==> src/rtl/link_pkg.sv <==
package link_pkg;
  typedef enum logic {
    ST_FAIL = 1'b0,
    ST_PASS = 1'b1
  } link_state_e;
endpackage

==> src/rtl/link_run_cnt.sv <==
// Counts consecutive same-polarity qualified pulses while in fail.
module link_run_cnt #(
  parameter int unsigned PASS_COUNT = 6
) (
  input  logic clk_i,
  input  logic rst_ni,
  input  logic clr_i,
  input  logic pulse_v_i,
  input  logic pol_i,
  output logic hit_o,
  output logic run_pol_o
);
  localparam int unsigned RunW = $clog2(PASS_COUNT + 1);
  localparam logic [RunW-1:0] RunLast = RunW'(PASS_COUNT - 1);

  logic [RunW-1:0] cnt_q;
  logic            pol_q;
  logic            same;

  assign same      = (cnt_q == '0) || (pol_i == pol_q);
  assign hit_o     = pulse_v_i && same && (cnt_q == RunLast);
  assign run_pol_o = pol_q;

  always_ff @(posedge clk_i or negedge rst_ni) begin
    if (!rst_ni) begin
      cnt_q <= '0;
      pol_q <= 1'b0;
    end else begin
      if (pulse_v_i) pol_q <= pol_i;
      if (clr_i) cnt_q <= '0;
      else if (pulse_v_i) cnt_q <= same ? cnt_q + RunW'(1) : RunW'(1);
    end
  end
endmodule

==> src/rtl/link_loss_timer.sv <==
// Loss window in ticks, active only in pass.
module link_loss_timer #(
  parameter int unsigned LOSS_TICKS = 100
) (
  input  logic clk_i,
  input  logic rst_ni,
  input  logic en_i,
  input  logic refresh_i,
  input  logic tick_i,
  output logic expire_o
);
  localparam int unsigned LossW = $clog2(LOSS_TICKS);
  localparam logic [LossW-1:0] LossLast = LossW'(LOSS_TICKS - 1);

  logic [LossW-1:0] cnt_q;

  assign expire_o = en_i && !refresh_i && tick_i && (cnt_q == LossLast);

  always_ff @(posedge clk_i or negedge rst_ni) begin
    if (!rst_ni) cnt_q <= '0;
    else if (!en_i || refresh_i) cnt_q <= '0;
    else if (tick_i && cnt_q != LossLast) cnt_q <= cnt_q + LossW'(1);
  end
endmodule

==> src/rtl/link_beat_gen.sv <==
// Periodic link pulse request during transmit idle.
module link_beat_gen #(
  parameter int unsigned BEAT_TICKS = 16
) (
  input  logic clk_i,
  input  logic rst_ni,
  input  logic tick_i,
  input  logic tx_idle_i,
  output logic beat_o
);
  localparam int unsigned BeatW = $clog2(BEAT_TICKS);
  localparam logic [BeatW-1:0] BeatLast = BeatW'(BEAT_TICKS - 1);

  logic [BeatW-1:0] cnt_q;
  logic             wrap;

  assign wrap = tx_idle_i && tick_i && (cnt_q == BeatLast);

  always_ff @(posedge clk_i or negedge rst_ni) begin
    if (!rst_ni) begin
      cnt_q  <= '0;
      beat_o <= 1'b0;
    end else begin
      beat_o <= wrap;
      if (!tx_idle_i || wrap) cnt_q <= '0;
      else if (tick_i) cnt_q <= cnt_q + BeatW'(1);
    end
  end
endmodule

==> src/rtl/link_integrity_fsm.sv <==
module link_integrity_fsm
  import link_pkg::*;
#(
  parameter int unsigned PASS_COUNT = 6,
  parameter int unsigned LOSS_TICKS = 100,
  parameter int unsigned BEAT_TICKS = 16
) (
  input  logic clk_i,
  input  logic rst_ni,
  input  logic tick_i,
  input  logic pulse_i,
  input  logic pulse_neg_i,
  input  logic width_ok_i,
  input  logic rx_data_i,
  input  logic tx_idle_i,
  input  logic lt_disable_i,
  input  logic loop_force_i,
  output logic link_pass_o,
  output logic data_en_o,
  output logic link_led_no,
  output logic link_pulse_o
);
  link_state_e state_q, state_d;
  logic lock_pol_q;
  logic pass_now, pulse_v, accept, hit, run_pol, expire, refresh;

  assign pass_now = (state_q == ST_PASS);
  assign pulse_v  = pulse_i && width_ok_i;
  assign accept   = pass_now && pulse_v && (pulse_neg_i == lock_pol_q);
  assign refresh  = rx_data_i || accept || loop_force_i;

  link_run_cnt #(.PASS_COUNT(PASS_COUNT)) i_run (
    .clk_i     (clk_i),
    .rst_ni    (rst_ni),
    .clr_i     (pass_now),
    .pulse_v_i (pulse_v && !pass_now),
    .pol_i     (pulse_neg_i),
    .hit_o     (hit),
    .run_pol_o (run_pol)
  );

  link_loss_timer #(.LOSS_TICKS(LOSS_TICKS)) i_loss (
    .clk_i     (clk_i),
    .rst_ni    (rst_ni),
    .en_i      (pass_now),
    .refresh_i (refresh),
    .tick_i    (tick_i),
    .expire_o  (expire)
  );

  link_beat_gen #(.BEAT_TICKS(BEAT_TICKS)) i_beat (
    .clk_i     (clk_i),
    .rst_ni    (rst_ni),
    .tick_i    (tick_i),
    .tx_idle_i (tx_idle_i),
    .beat_o    (link_pulse_o)
  );

  always_comb begin
    state_d = state_q;
    unique case (state_q)
      ST_FAIL: if (loop_force_i || rx_data_i || hit) state_d = ST_PASS;
      ST_PASS: if (expire) state_d = ST_FAIL;
      default: state_d = ST_FAIL;
    endcase
  end

  always_ff @(posedge clk_i or negedge rst_ni) begin
    if (!rst_ni) begin
      state_q    <= ST_FAIL;
      lock_pol_q <= 1'b0;
    end else begin
      state_q <= state_d;
      if (!pass_now && state_d == ST_PASS) lock_pol_q <= hit ? pulse_neg_i : run_pol;
    end
  end

  assign link_pass_o = pass_now;
  assign data_en_o   = pass_now || lt_disable_i;
  assign link_led_no = !pass_now;
endmodule

==> config.mk <==
export PLATFORM = sky130hd
export DESIGN_NAME = link_integrity_fsm
export DESIGN_NICKNAME = d
export VERILOG_FILES = /design/src/rtl/link_pkg.sv /design/src/rtl/link_run_cnt.sv /design/src/rtl/link_loss_timer.sv /design/src/rtl/link_beat_gen.sv /design/src/rtl/link_integrity_fsm.sv
export SDC_FILE = /design/constraint.sdc
export NUM_CORES = 1
export LEC_CHECK = 0
export BUFFER_PORTS_ARGS = -buffer_cell sky130_fd_sc_hd__buf_2
export CAP_MARGIN = 0
export CELL_PAD_IN_SITES_DETAIL_PLACEMENT = 2
export CELL_PAD_IN_SITES_GLOBAL_PLACEMENT = 2
export CORE_MARGIN = 5
export CORE_UTILIZATION = 32
export CTS_CLUSTER_SIZE = 10
export DETAILED_ROUTE_END_ITERATION = 10
export PLACE_DENSITY = 0.73
export RECOVER_POWER = 25
export SYNTH_ARGS = -nofsm -noshare
export SYNTH_HDL_FRONTEND = slang
export SYNTH_SLANG_ARGS = --single-unit
==> constraint.sdc <==
create_clock -name clk_i -period 1.4 [get_ports clk_i]
set_clock_uncertainty 0.05 [all_clocks]
set_input_delay 0.14 -clock clk_i [delete_from_list [all_inputs] [get_ports clk_i]]
set_output_delay 0.14 -clock clk_i [all_outputs]
set_load 0.02 [all_outputs]
# ---- Word-level counts from Yosys, hierarchy flattened
# Cells that the tools add are included.
dict set report word_totals {
  regBits 18
  input_bits 10
  output_inout_bits 4
  wordCells 56
}
dict set report classes {
  addsub 3
  n_eq_ne 6
  mux 11
  n_bitwise 1
  n_reduce_logical 28
}
# cell count
set op_table {}
lappend op_table {{7-bit 2-to-1 mux} 2}
lappend op_table {{1-bit logical AND} 13}
lappend op_table {{3-bit 2-to-1 mux} 3}
lappend op_table {{1-bit logical OR} 8}
lappend op_table {{4-bit 2-to-1 mux} 2}
lappend op_table {{7-bit by 1-bit adder with 7-bit output (second input constant)} 1}
lappend op_table {{7-bit equality test (second input constant)} 1}
lappend op_table {{7-bit inequality test (second input constant)} 1}
lappend op_table {{2-bit nonzero test} 3}
lappend op_table {{4-bit by 1-bit adder with 4-bit output (second input constant)} 1}
lappend op_table {{4-bit equality test (second input constant)} 1}
lappend op_table {{3-bit by 1-bit adder with 3-bit output (second input constant)} 1}
lappend op_table {{3-bit equality test (second input constant)} 1}
lappend op_table {{1-bit logical NOT} 3}
lappend op_table {{3-bit logical NOT} 1}
lappend op_table {{1-bit 2-to-1 mux} 3}
lappend op_table {{1-bit equality test} 2}
lappend op_table {{1-bit case mux with 2 select lines} 1}
lappend op_table {{1-bit NOT} 1}

# ---- Logic depth before layout (Yosys ltp)
dict set report depth {
  depth_word 12
  depth_mapped 5
  mapped_depth_nobuf 5
}

# ---- By module
# Synthesis repeated with hierarchy kept, for this count alone.
dict set report hier_totals {
  cells_unflattened 103
  hier_area_um2 1008.5
}
# mod instances cells_per_inst area_each_um2 seq_area_each_um2
set modules_own_cells {}
lappend modules_own_cells {link_loss_timer 1 41 386.6 175.2}
lappend modules_own_cells {link_run_cnt 1 25 254.0 100.1}
lappend modules_own_cells {link_beat_gen 1 22 239.0 125.1}
lappend modules_own_cells {link_integrity_fsm 1 15 128.9 50.0}

# ---- Worst setup path after synthesis
# Ideal clock, no wire load.
dict set report synth_path {
  path_type {register to register}
  from {register i_loss.cnt_q[0]}
  to {register i_loss.cnt_q[0]}
  setup_time_ps 79
  t_arrival_ps 1348
  required_time_ps 1271
  path_slack_ps -78
  stages_incl_launch_ff 5
  path_buffers 0
  synth_period_minus_slack_ps 1478
  path_cell_list {dfrtp_1 ha_1 and4b_1 a21boi_0 mux2i_1}
}
dict set report synth_via {
  elab_chain_len 3
  word_cells_on_any_way 6
  classes_between {add/sub: 1; eq/ne: 1; mux: 2; reduce/logical: 2}
}
# element line_no
set synth_lines {}
lappend synth_lines {{start, declared} link_loss_timer.sv:15} ;# logic [LossW-1:0] cnt_q;
lappend synth_lines {{start signal, assigned} link_loss_timer.sv:22} ;# else if (tick_i && cnt_q != LossLast) cnt_q <= cnt_q + LossW'(1);
lappend synth_lines {{7-bit by 1-bit adder with 7-bit output / 7-bit inequality test (equally long branches)} link_loss_timer.sv:22}
lappend synth_lines {{7-bit 2-to-1 mux / 1-bit logical AND (equally long branches)} link_loss_timer.sv:22}
lappend synth_lines {{7-bit 2-to-1 mux / 2-bit nonzero test (equally long branches)} --}
# Parallel ways exist; a longest one is shown, timed or not. The select of a mux whose other input is x is not followed.
# A chain may end at the register's enable or synchronous reset.

# ---- Worst setup path in the final report
dict set report layout_path {
  from {register state_q, in the netlist link_pass_o}
  to {output port data_en_o}
}
dict set report layout_via {
  elab_chain_len 1
}
# element line_no
set layout_lines {}
lappend layout_lines {{start, declared} link_integrity_fsm.sv:23} ;# link_state_e state_q, state_d;
lappend layout_lines {{start signal, assigned} link_integrity_fsm.sv:73} ;# state_q <= state_d;
lappend layout_lines {{1-bit logical OR} link_integrity_fsm.sv:79} ;# assign data_en_o = pass_now || lt_disable_i;
lappend layout_lines {{end, declared} link_integrity_fsm.sv:19} ;# output logic data_en_o,
# Every way passes these cells.

==> qor.csv <==
stage,metric,value,unit
cells_and_area,final_nets,150,
run_status,status,"finished, final reports clean",
cells_and_area,drive_gt1_share,38.8,%
synthesis,synthArstFlopShare,100,%
cells_and_area,regArea,450,um^2
routing,drtAntennaViolNets,0,
synthesis,synth_xor_area_share,6.72,%
cts,cts_root_buf,clkbuf_4,
worst_setup_path,cpMostUsedCell,buf_6,
worst_setup_path,slowest_delay,0.41,ns
worst_setup_path,required,1.21,ns
power_and_ir_drop,comb_power_share,11.3,%
timing,fin_crit_sh,99.0,%
power_and_ir_drop,p_sw_share,25.3,%
cells_and_area,mostFrequentLayoutCells,"dfrtp_1 (18), buf_4 (16), nor2_1 (11)",
timing,hold_violations,0,
job,max_cap_viol_count,0,
cts,h-tree-depth,1,
cells_and_area,n_fill_cell,344,
place,dp_hpwl,2.03,mm
synthesis,synthCells,102,
power_and_ir_drop,switchingPower,249,uW
synthesis,synth_area,1020,um^2
power_and_ir_drop,p_seq_share,54.7,%
timing,relSlewSlack,68.0,%
power_and_ir_drop,pwr-share-clk,34.0,%
synthesis,synth_fp_nets,117,
cells_and_area,layout_commonest_cell,dfrtp_1,
synthesis,synth_edf_count,0,
floorplan,fp.dieH,66.6,um
worst_setup_path,cp_max_fo,3,
floorplan,core,3050,um^2
cts,clk_path_buf_depth,2,
worst_setup_path,cp.arrival,1.20,ns
power_and_ir_drop,p_int,733,uW
grt,grt_pass1_wl,4.86,mm
timing,fmax,722,MHz
worst_setup_path,critical-path-top-delay-family,flip-flops,
synthesis,yosysSeqAreaShare,44.0,%
grt,overflow,0,
worst_setup_path,timing.critical_path.cells,buf_6 -> or2_4 -> buf_6,
routing,dr.pass1.iters,3,
floorplan,die_x,66.6,um
timing,holdWs,0.0168,ns
routing,vias,901,
routing,wl,2.92,mm
timing,setup_tns,0,ns
grt,grt_pass1_vias,982,
grt,antenna_found_initial,0,
power_and_ir_drop,power,981,uW
cells_and_area,diodes,0,
timing,drv_slew,0,
floorplan,io_pins,14,
floorplan,initial_utilization,33.6,%
routing,viasPerCell,5.06,
grt,track_usage,14.9,%
cts,clk_latency,0.31,ns
routing,drc,0,
worst_setup_path,slowest_stage,dfrtp_1,
timing,setup_viol,0,
cells_and_area,syn_to_final_growth,35.0,%
place,io_buffer_count,13,
synthesis,synth_top_family_by_area,compound AO/OA/AOI/OAI gates,
cts,clkTransAtPathRegs,0.11,ns
synthesis,yosys.area_share.simple,16.1,%
routing,drt_iter0_drc,14,
cells_and_area,instances_no_fill,178,
worst_hold_path,min_path_type,in2reg,
place,gp_congestion,0.768,
worst_setup_path,start_kind,register,
synthesis,synthAdderAreaFrac,6.11,%
synthesis,synthMuxAreaShare,4.03,%
synthesis,synthFlopType,dfrtp_1,
cts,cts_buffers,3,
worst_setup_path,critPathKind,reg2out,
power_and_ir_drop,vdd_drop_max,0.433,mV
worst_setup_path,path_buf_inv,2,
routing,avgRoutedWirePerCell,16.4,um
synthesis,ys_warn_count,0,
power_and_ir_drop,p_leak,0.000599,uW
grt,grt_max_degree,19,
place,dp_cells,165,
synthesis,syn_area_per_cell,10.0,um^2
timing,rsz0062_at_grt,yes,
worst_setup_path,end_kind,primary output,
floorplan,num_rows,20,
cts,cts_tree,done,
timing,fin_crit,1.39,ns
cts,cts.sinks,18,
synthesis,synth-compound-area-share,18.8,%
floorplan,die-area,4430,um^2
timing,tightest_slew,0.480,ns
cells_and_area,multiInputGateArea,584,um^2
synthesis,synth.distinct_cells,33,
synthesis,ys_ff_latch,18,
power_and_ir_drop,p_per_area,709,nW/um^2
## cell type report
class,instances,area share [%]
Clock buffer,4,2.62
Inverter,8,2.35
Tap cell,44,3.98
Timing Repair Buffer,31,16.3
Sequential cell,18,32.5
Multi-Input combinational cell,73,42.2
## per-stage QoR
| stage | cell area [um^2] | util [%] | setup slack (ns) |
|---|---|---|---|
| finish | 1380 | 45.3 | 0.0140 |
| global route | 1380 | 45.3 | -0.0565 |
| CTS | 1330 | 43.4 | -0.00182 |
| detailed placement | 1200 | 39.3 | -0.0720 |
| global placement | 1200 | 39.3 | 0.00397 |
| floorplan | 1020 | - | 0.00929 |
## cells in the mapped netlist, drive strengths merged (3+ instances only)
cell type	number	share of area [%]
dfrtp	18	44
nor2	11	4.0
inv	8	2.9
nand2	7	2.6
ha	5	6.1
o2111ai	5	4.3
xor2	5	5.0
a21oi	4	2.0
nand4	4	2.4
mux2i	3	2.9
nand3	3	1.5
o21ai	3	1.5
## path summary, 6_finish.rpt
kind                                              from                          end  slack, ns  cells after the start
min reg2reg                i_beat.cnt_q[3]$_DFFE_PN0P_  i_beat.cnt_q[3]$_DFFE_PN0P_       0.52                      2
min in group asynchronous                       rst_ni  i_loss.cnt_q[4]$_DFFE_PN0P_       0.26                      2
max                              link_pass_o$_DFF_PN0_                    data_en_o       0.01                      3
min                                          tx_idle_i      i_beat.beat_o$_DFF_PN0_       0.02                      3
max in group asynchronous                       rst_ni  i_beat.cnt_q[3]$_DFFE_PN0P_       0.71                      2
max reg2reg                 i_run.cnt_q[0]$_DFFE_PN0P_   i_run.cnt_q[2]$_DFFE_PN0P_       0.03                      4
## sequential cells by signal, summed over array words and instances (netlist names)
| register | count |
|---|---|
| i_beat.beat_o | 1 |
| i_beat.cnt_q | 4 |
| link_pass_o | 1 |
| i_run.run_pol_o | 1 |
| i_run.cnt_q | 3 |
| lock_pol_q | 1 |
| i_loss.cnt_q | 7 |
## metal layers
layer / global-route usage [%] / part of all wire [%]
met5: 0 / 0
met1: 17.2 / 41
met3: 4.89 / 3.0
met4: 3.05 / 0.99
met2: 26.5 / 55
## timing repair
item,4_1_cts,5_1_grt
gates resized for setup,17,10
endpoints found under the hold margin,18,0
setup endpoints to repair,7,10
gates cloned,0,0
hold buffers,1,0
setup buffers,6,2
pin swaps,8,5
## worst reg2reg max path, delay by kind of cell, from the launching register on
kind	cells	cell delay [ns]
AND/OR/NAND/NOR	1	0.47
flip-flops	1	0.43
buffers and inverters	1	0.04
adder cells (fa/ha/maj)	1	0.21
AO/OA/AOI/OAI	1	0.09
## power groups by stage
stage / Clock [uW] / Combinational [uW] / Sequential, uW
5_1_grt: 381 / 125 / 539
3_3_place_gp: 0 / 97.3 / 546
3_5_place_dp: 0 / 101 / 547
2_1_floorplan: 0 / 47.2 / 546
6_report: 334 / 111 / 537
4_1_cts: 353 / 106 / 537
## logic make-up after synthesis
group | count (synthesis)
adder cells (fa/ha/maj) | 5
XOR/XNOR | 7
buffers and inverters | 11
AND/OR/NAND/NOR | 33
AO/OA/AOI/OAI | 24
multiplexers | 4
flip-flops | 18
(Power assumes the default switching activity.)
